===== src/rtl/tmatch_alarm_pkg.sv =====
package tmatch_alarm_pkg;
  parameter int unsigned BYTE_W   = 8;
  parameter int unsigned N_FIELDS = 3;
  parameter int unsigned WILD_W   = 2;

  typedef logic [BYTE_W-1:0] tbyte_t;

  typedef enum logic [1:0] {
    FLD_SEC = 2'd0,
    FLD_MIN = 2'd1,
    FLD_HRS = 2'd2
  } field_e;
endpackage


===== src/rtl/tmatch_field_cmp.sv =====
module tmatch_field_cmp #(
  parameter int unsigned BYTE_W = 8,
  parameter int unsigned WILD_W = 2
) (
  input  logic [BYTE_W-1:0] cur_byte,
  input  logic [BYTE_W-1:0] alm_byte,
  output logic              is_wild,
  output logic              hit
);
  localparam int unsigned TOP = BYTE_W - 1;
  localparam int unsigned LOW = BYTE_W - WILD_W;

  always_comb begin
    is_wild = &alm_byte[TOP:LOW];
    hit     = is_wild | (cur_byte == alm_byte);
  end
endmodule


===== src/rtl/tmatch_flag_reg.sv =====
module tmatch_flag_reg (
  input  logic clk,
  input  logic rst_n,
  input  logic set_evt,
  input  logic clr_evt,
  input  logic enable,
  output logic flag,
  output logic irq
);
  always_ff @(posedge clk or negedge rst_n) begin
    if (!rst_n)       flag <= 1'b0;
    else if (set_evt) flag <= 1'b1;
    else if (clr_evt) flag <= 1'b0;
  end

  always_comb irq = flag & enable;
endmodule


===== src/rtl/tmatch_alarm.sv =====
module tmatch_alarm
  import tmatch_alarm_pkg::*;
(
  input  logic       clk,
  input  logic       rst_n,
  input  logic       upd_done,
  input  logic [7:0] time_hrs,
  input  logic [7:0] time_min,
  input  logic [7:0] time_sec,
  input  logic [7:0] alm_hrs,
  input  logic [7:0] alm_min,
  input  logic [7:0] alm_sec,
  input  logic       alarm_en,
  input  logic       flag_clr,
  output logic       alarm_flag,
  output logic       alarm_irq
);
  tbyte_t               cur_v [N_FIELDS];
  tbyte_t               alm_v [N_FIELDS];
  logic  [N_FIELDS-1:0] wild_v;
  logic  [N_FIELDS-1:0] hit_v;
  logic                 all_hit;
  logic                 set_evt;

  always_comb begin
    cur_v[FLD_SEC] = time_sec;
    cur_v[FLD_MIN] = time_min;
    cur_v[FLD_HRS] = time_hrs;
    alm_v[FLD_SEC] = alm_sec;
    alm_v[FLD_MIN] = alm_min;
    alm_v[FLD_HRS] = alm_hrs;
  end

  for (genvar g = 0; g < N_FIELDS; g++) begin : g_fld
    tmatch_field_cmp #(
      .BYTE_W(BYTE_W),
      .WILD_W(WILD_W)
    ) i_cmp (
      .cur_byte(cur_v[g]),
      .alm_byte(alm_v[g]),
      .is_wild (wild_v[g]),
      .hit     (hit_v[g])
    );
  end

  // wild_v is kept for visibility of which fields were excluded
  logic unused_wild;
  always_comb unused_wild = ^wild_v;

  always_comb begin
    all_hit = &hit_v;
    set_evt = upd_done & all_hit;
  end

  tmatch_flag_reg i_flag (
    .clk    (clk),
    .rst_n  (rst_n),
    .set_evt(set_evt),
    .clr_evt(flag_clr),
    .enable (alarm_en),
    .flag   (alarm_flag),
    .irq    (alarm_irq)
  );
endmodule


===== config.mk =====
export PLATFORM = sky130hd
export DESIGN_NAME = tmatch_alarm
export DESIGN_NICKNAME = d
export VERILOG_FILES = /design/src/rtl/tmatch_alarm_pkg.sv /design/src/rtl/tmatch_field_cmp.sv /design/src/rtl/tmatch_flag_reg.sv /design/src/rtl/tmatch_alarm.sv
export SDC_FILE = /design/constraint.sdc
export NUM_CORES = 1
export LEC_CHECK = 0
export ABC_AREA = 1
export ABC_CLOCK_PERIOD_IN_PS = 800
export BUFFER_PORTS_ARGS = -buffer_cell sky130_fd_sc_hd__buf_4
export CAP_MARGIN = 20
export CORE_UTILIZATION = 28
export DETAILED_ROUTE_END_ITERATION = 6
export GPL_TIMING_DRIVEN = 0
export PLACE_DENSITY = 0.85
export SYNTH_ARGS = -nofsm -noshare
export SYNTH_HDL_FRONTEND = slang
export SYNTH_SLANG_ARGS = --single-unit

===== constraint.sdc =====
create_clock -name clk -period 0.8 [get_ports clk]
set_clock_uncertainty 0.05 [all_clocks]
set_input_delay 0.16 -clock clk [delete_from_list [all_inputs] [get_ports clk]]
set_output_delay 0.16 -clock clk [all_outputs]
set_load 0.1 [all_outputs]

==> Yosys cells after proc, flatten, opt, wreduce, memory -nomap -nowiden <==
Cells that the tools add are included.
{ "op_classes": {"n_eq_ne": 3, "n_mux": 2, "n_bitwise": 5, "reduce_logical": 5} }
{ "ops": {"columns": ["op", "n"], "rows": [
  ["== test 8 bit", 3],
  ["AND reduction 2 bit", 3],
  ["OR 1 bit", 3],
  ["AND reduction 3 bit", 1],
  ["AND 1 bit", 2],
  ["two-way mux 1 bit", 2],
  ["nonzero test 2 bit", 1]
]} }
{ "word_totals": {"register_bits": 1, "out_inout_bits": 2} }

==> Logic depth before layout (Yosys ltp) <==
Gate-level depths: netlist (run 1).
{ "depth": {"word_depth": 5, "mapped_depth": 9} }

==> Hierarchy <==
A second synthesis (run 1) with hierarchy kept.
{ "hier_totals": {"hier_cells": 112, "hier_area_um2": 501.7} }
{ "modules_own_cells": {"columns": ["module", "n_inst", "cells_per_inst", "area_each_um2"], "rows": [
  ["tmatch_field_cmp", 3, 34, 147.6],
  ["tmatch_flag_reg", 1, 7, 47.5],
  ["tmatch_alarm", 1, 3, 11.3]
]} }

==> Worst setup path after synthesis (run 1) <==
Ideal clock, no wire load.
{ "synth_timing": {"path_type": "reg2out", "startpoint": "reg i_flag.flag", "endpoint": "out alarm_irq", "t_arrival_ns": 1.645, "t_required_ns": 0.590, "path_slack_ns": -1.055, "path_stages_with_launch": 3, "cell_sequence": "dfrtp_1 -> nand2_1 -> inv_1"} }
{ "synth_via": {"elab_chain_len": 1} }
{ "synth_lines": {"columns": ["element", "line_no", "source"], "rows": [
  ["start: declaration", "tmatch_flag_reg.sv:7", "output logic flag,"],
  ["start signal: assignment", "tmatch_flag_reg.sv:11", "if (!rst_n) flag <= 1'b0;"],
  ["start signal: assignment", "tmatch_flag_reg.sv:12", "else if (set_evt) flag <= 1'b1;"],
  ["start signal: assignment", "tmatch_flag_reg.sv:13", "else if (clr_evt) flag <= 1'b0;"],
  ["AND 1 bit", "tmatch_flag_reg.sv:16", "always_comb irq = flag & enable;"],
  ["end: declaration", "tmatch_alarm.sv:16", "output logic alarm_irq"]
]} }
No other way between the ends.

==> Final worst setup path (run 1) <==
Ends and elaborated chain as after synthesis.

==> qor.yml, run 1 <==
routing:
  drt_wl_total_um: 1510
  routed.top_layer: "met4"
  wl_per_cell_um: 9.84
  drt-initial-drc-count: 1
  wl_met1_um: 416
  wl_met2_um: 944
  drc: 0
  dr_wl_met3_um: 110
  firstDrtPassIters: 3
  dr_total_vias: 684
  vias_per_cell: 4.47
  postRouteAntennaNets: 0
placed_design:
  dp_hpwl_um: 1180
  numPortBuffers: 54
  dp_cells: 152
  gp_congestion: 0.634
timing:
  rsz0062_at_grt: "yes"
  drv_slew: 0
  setup_slack_ns: -0.216
  setup-violations-final: 3
  hold_viol_final: 0
  slew_headroom: 0.867
  period_share: 1.27
  worstMarginPinSlew_ns: 0.201
  finalSetupTns_ns: -0.489
  finalCriticalPeriod_ns: 1.02
  max_clock_freq_mhz: 984
critical_path:
  cp_max_fo: 3
  endpoint_kind: "output pin"
  critical-path-slowest-cell: "dfrtp_4"
  cp_data_required_time_ns: 0.59
  cpLargestDelayFamily: "flip-flops"
  worstPathBufferInverterCount: 2
  cpPeakStageDelay_ns: 0.49
  critPathKind: "reg -> out"
  worst_ep_arrival_time_ns: 0.81
  start_kind: "flop"
  crit_chain: "nand2_4 -> clkinvlp_4 -> buf_6"
synth:
  synth_edf_count: 0
  synth_nets: 136
  yosysMostFrequentCell: "nand2_1"
  synth_top_area_frac: 0.367
  yosys_warnings: 0
  synth_area_leader_cell: "nand2_1"
  netlist_area_um2: 429
  async_flop_share: 1.00
  synth.area.top_cells: "nand2_1 37%, xnor2_1 37%, inv_1 12%"
  syn_avg_cell_area_um2: 5.17
  syn_inst: 83
  synth_cell_type_count: 8
  synthFlopType: "dfrtp_1"
  synthTopCellsByCount: "42 x nand2_1, 18 x xnor2_1, 14 x inv_1"
  synth_seq_cells: 1
  yosysSeqAreaShare: 0.0583
pwr:
  leakage_nw: 0.612
  ir_drop_v: 0.000283
  totalPowerFinal_mw: 0.568
  power_density_nw_per_um2: 531
grt:
  grt_usage: 0.168
  overflow: 0
  grt_pass1_vias: 557
  antenna_found_initial: 0
  grt_max_degree: 4
  grt_pass1_wl_um: 1940
run_status:
  outcome: "complete, but fails checks"
  violations: "setup timing"
min_path:
  hold_class: "in -> reg"
die:
  core_um2: 1370
  die_x_um: 41.2
  fp.dieH_um: 41.2
  initial_core_util: 0.314
  dieArea_um2: 1690
  rows: 13
  ios: 55
cts:
  clk_latency_ns: 0
  clk_pin_slew_worst_paths_ns: 0
cells_and_area:
  largest_register_ffs: 1
  final_core_util: 0.783
  layout.nets: 193
  area_delta_synth_final_pct: 149
  reg_top3: "i_flag.flag (1)"
  stdcell_count: 153
  drive_above_1_share: 0.565
  antenna_cells: 0
  nFillCells: 102
  regMostFlops: "i_flag.flag"
flow_run:
  cap_violations: 0
kinds of logic (layout without fill, tap and decap cells):
logic type | Yosys count | after routing | share of synthesized area
buffers and inverters | 14 | 69 | 0.122
AND/OR/NAND/NOR | 49 | 49 | 0.440
flip-flops | 1 | 1 | 0.0583
AO/OA/AOI/OAI | 1 | 1 | 0.0117
XOR/XNOR | 18 | 18 | 0.367
where the power goes:
| group | switching (mW) | internal (mW) |
|---|---|---|
| clock | 0 | 0 |
| combinational | 0.178 | 0.336 |
| sequential | 0.00125 | 0.0528 |
| total | 0.179 | 0.389 |
per-stage QoR:
stage | instance area (um^2) | setup slack, ns | hold WS (ns)
2_1_floorplan | 444 | -0.530 | -0.186
3_3_place_gp | 868 | -0.230 | -0.115
3_5_place_dp | 868 | -0.238 | -0.114
4_1_cts | 1030 | -0.202 | 0.361
5_1_grt | 1070 | -0.287 | 0.376
6_report | 1070 | -0.216 | 0.357
worst min-delay path: cells and delay by family:
| kind | cells | cell delay (ns) |
|---|---|---|
| AOI/OAI and AO/OA | 1 | 0.05 |
| buffers and inverters | 2 | 0.11 |
| and+or+nand+nor | 1 | 0.05 |
per-layer routing:
metal / vias up / track usage
met5: - / 0
met4: 0 / 0.0242
met3: 4 / 0.0109
met2: 32 / 0.414
met1: 302 / 0.129
li1: 346 / -
path summary, 6_finish.rpt:
path	startpoint	endpoint	slack, ns	cells after the start
max	i_flag.flag	alarm_irq	-0.22	3
min	flag_clr	i_flag.flag	0.36	4
max reg2reg	i_flag.flag	i_flag.flag	0	2
min reg2reg	i_flag.flag	i_flag.flag	0.55	2
max in group asynchronous	rst_n	i_flag.flag	0.16	2
min in group asynchronous	rst_n	i_flag.flag	0.45	2
repair_timing:
action / in CTS / in global routing
setup buffers: 0 / 0
endpoints found under the setup margin: 3 / 3
pin swaps: 25 / 15
endpoints found under the hold margin: 1 / 0
gates resized for setup: 27 / 12
hold buffers: 1 / 0
final cells by class:
class	count	area [um^2]	area share
timing repair buffer	55	492	0.460
multi-input combinational	68	474	0.443
inverter	14	56.3	0.0526
sequential	1	28.8	0.0269
tap	15	18.8	0.0175
cells in the final DEF (no fill, tap or decap):
master         instances
buf_12                 1
buf_4                 36
buf_6                 17
clkinvlp_4             1
dfrtp_4                1
dlygate4sd3_1          1
inv_1                 10
inv_2                  3
nand2_1               40
nand2_2                2
nand2_4                1
nor2_1                 5
nor2_2                 1
o21ai_1                1
xnor2_1                3
xnor2_2               15
Note: power is estimated with default switching activity, not from simulation.
==> run 2, diff against run 1 <==
- GPL_TIMING_DRIVEN: 0 -> unset
==> run 2 against run 1 <==
  * Sequential cell count unchanged
  * Routed wire length increased by 9.5%
  * Via count down 0.73%
  * Die area unchanged
  * Utilization rose by 1.0 points
  * The flow still finishes with violations (setup timing)
  * Critical path depth increased by 7
  * Power increased by 1.9%
  * Design area up 1.3%
  * Critical path type is now in -> reg
==> qor.yml, run 2 (same netlist as run 1, synthesis figures left out) <==
run_status:
  outcome: "complete, but fails checks"  # unchanged
  violations: "setup timing"  # unchanged
placed_design:
  post-place-ws_ns: -0.246  # was -0.238 ns
  dp_hpwl_um: 1180  # about the same
  gp_congestion: 0.634  # about the same
  numPortBuffers: 54  # unchanged
routing:
  wl_per_cell_um: 10.7  # was 9.84 um
  dr_total_vias: 679  # was 684
  postRouteAntennaNets: 0  # unchanged
  firstDrtPassIters: 2  # was 3
  drt-initial-drc-count: 3  # was 1
  drc: 0  # unchanged
  vias_per_cell: 4.41  # was 4.47
  drt_wl_total_um: 1650  # was 1510 um
pwr:
  seqPwrFrac: 0.093  # was 0.095
  p_clk_frac: 0  # about the same
  intPower_mw: 0.391  # was 0.389 mW
  p_sw_mw: 0.188  # was 0.179 mW
  ir_drop_v: 0.000303  # was 0.000283 V
  power_density_nw_per_um2: 534  # was 531 nW/um^2
  p_sw_frac: 0.325  # was 0.316
  leakage_nw: 0.623  # was 0.612 nW
  pwr-share-comb: 0.907  # was 0.905
critical_path:
  critPathKind: "in -> reg"  # was reg -> out
  cp_max_fo: 2  # was 3
  worst_ep_arrival_time_ns: 0.90  # was 0.81 ns
  start_kind: "input pin"  # was flop
  cp_data_required_time_ns: 0.67  # was 0.59 ns
  endpoint_kind: "flop"  # was output pin
die:
  initial_core_util: 0.314  # unchanged
  core_um2: 1370  # unchanged
  fp.dieH_um: 41.2  # unchanged
  dieArea_um2: 1690  # unchanged
  die_x_um: 41.2  # unchanged
  ios: 55  # unchanged
  rows: 13  # unchanged
timing:
  finalCriticalPeriod_ns: 1.03  # was 1.02 ns
  worstMarginPinSlew_ns: 0.202  # was 0.201 ns
  slew_headroom: 0.866  # was 0.867
  setup-violations-final: 3  # unchanged
  rsz0062_at_grt: "yes"  # unchanged
  finalSetupTns_ns: -0.629  # was -0.489 ns
  setup_slack_ns: -0.233  # was -0.216 ns
  period_share: 1.29  # was 1.27
  drv_slew: 0  # unchanged
  hold_viol_final: 0  # unchanged
  max_clock_freq_mhz: 968  # was 984 MHz
cells_and_area:
  reg_top3: "i_flag.flag (1)"  # unchanged
  most-common-layout-cells: "40 x nand2_1, 40 x buf_4, 17 x xnor2_2, 14 x buf_6, 9 x inv_1"  # was 40 x nand2_1, 36 x buf_4, 17 x buf_6, 15 x xnor2_2, 10 x inv_1
  regMostFlops: "i_flag.flag"  # unchanged
  layout.nets: 194  # was 193
  area_delta_synth_final_pct: 152  # was 149%
  antenna_cells: 0  # unchanged
  largest_register_ffs: 1  # unchanged
  drive_above_1_share: 0.597  # was 0.565
flow_run:
  cap_violations: 0  # unchanged
grt:
  overflow: 0  # unchanged
  antenna_found_initial: 0  # unchanged
  grt_pass1_wl_um: 1840  # was 1940 um
  grt_usage: 0.157  # was 0.168
  grt_pass1_vias: 554  # was 557
  grt_max_degree: 4  # unchanged
cts:
  clk_latency_ns: 0  # about the same
  clk_pin_slew_worst_paths_ns: 0  # about the same
min_path:
  hold_class: "in -> reg"  # unchanged
## run 2: stage by stage
stage	cells	total power [mW]	hold slack, ns	instance area [um^2]	utilization
6_report	154	0.579	0.380	1080	0.793
5_1_grt	154	0.619	0.406	1080	0.793
4_1_cts	154	0.518	0.357	996	0.729
3_5_place_dp	152	0.454	-0.114	868	0.636
3_3_place_gp	152	0.438	-0.115	868	0.636
2_1_floorplan	83	0.215	-0.186	444	-
## run 2: power groups by stage
stage	clock, mW	combinational (mW)	sequential [mW]
6_report	0	0.525	0.0537
5_1_grt	0	0.565	0.0538
4_1_cts	0	0.465	0.0534
3_5_place_dp	0	0.401	0.0536
3_3_place_gp	0	0.384	0.0535
2_1_floorplan	0	0.156	0.0586
## run 2: worst paths after layout
path	from	to	slack, ns	depth (start not counted)
min in group asynchronous	rst_n	i_flag.flag	0.44	2
hold reg to reg	i_flag.flag	i_flag.flag	0.64	3
setup / recovery	alm_hrs[5]	i_flag.flag	-0.23	10
setup reg to reg	i_flag.flag	i_flag.flag	-0.11	3
hold / removal	flag_clr	i_flag.flag	0.38	4
max in group asynchronous	rst_n	i_flag.flag	0.17	2
## run 2: critical path, cell delays in order
cell and delay, ns:
buf_4 0.12, inv_2 0.04, nand2_1 0.05, nand2_1 0.08, nand2_2 0.06, nor2_2 0.11, nand2_1 0.05, nand2_1 0.05
nand2_1 0.05, o21ai_1 0.12
## run 2: repair_timing
action	CTS	global route
resized for setup	20	20
setup buffers	1	0
hold buffers	1	0
pin swaps	20	22
hold endpoints to repair	1	0
setup endpoints to repair	3	3
## run 2: final cells by class
type,instances,area (um^2)
Timing Repair Buffer,56,488
Sequential cell,1,28.8
Multi-Input combinational cell,68,492
Inverter,14,56.3
Fill cell,105,283
Tap cell,15,18.8
## run 2: per-layer routing
| metal | share of wire | global-route usage | vias up |
|---|---|---|---|
| li1 | - | - | 349 |
| met1 | 0.27 | 0.112 | 302 |
| met2 | 0.67 | 0.410 | 28 |
| met3 | 0.068 | 0.00543 | 0 |
| met4 | 0 | 0 | 0 |
| met5 | 0 | 0 | - |
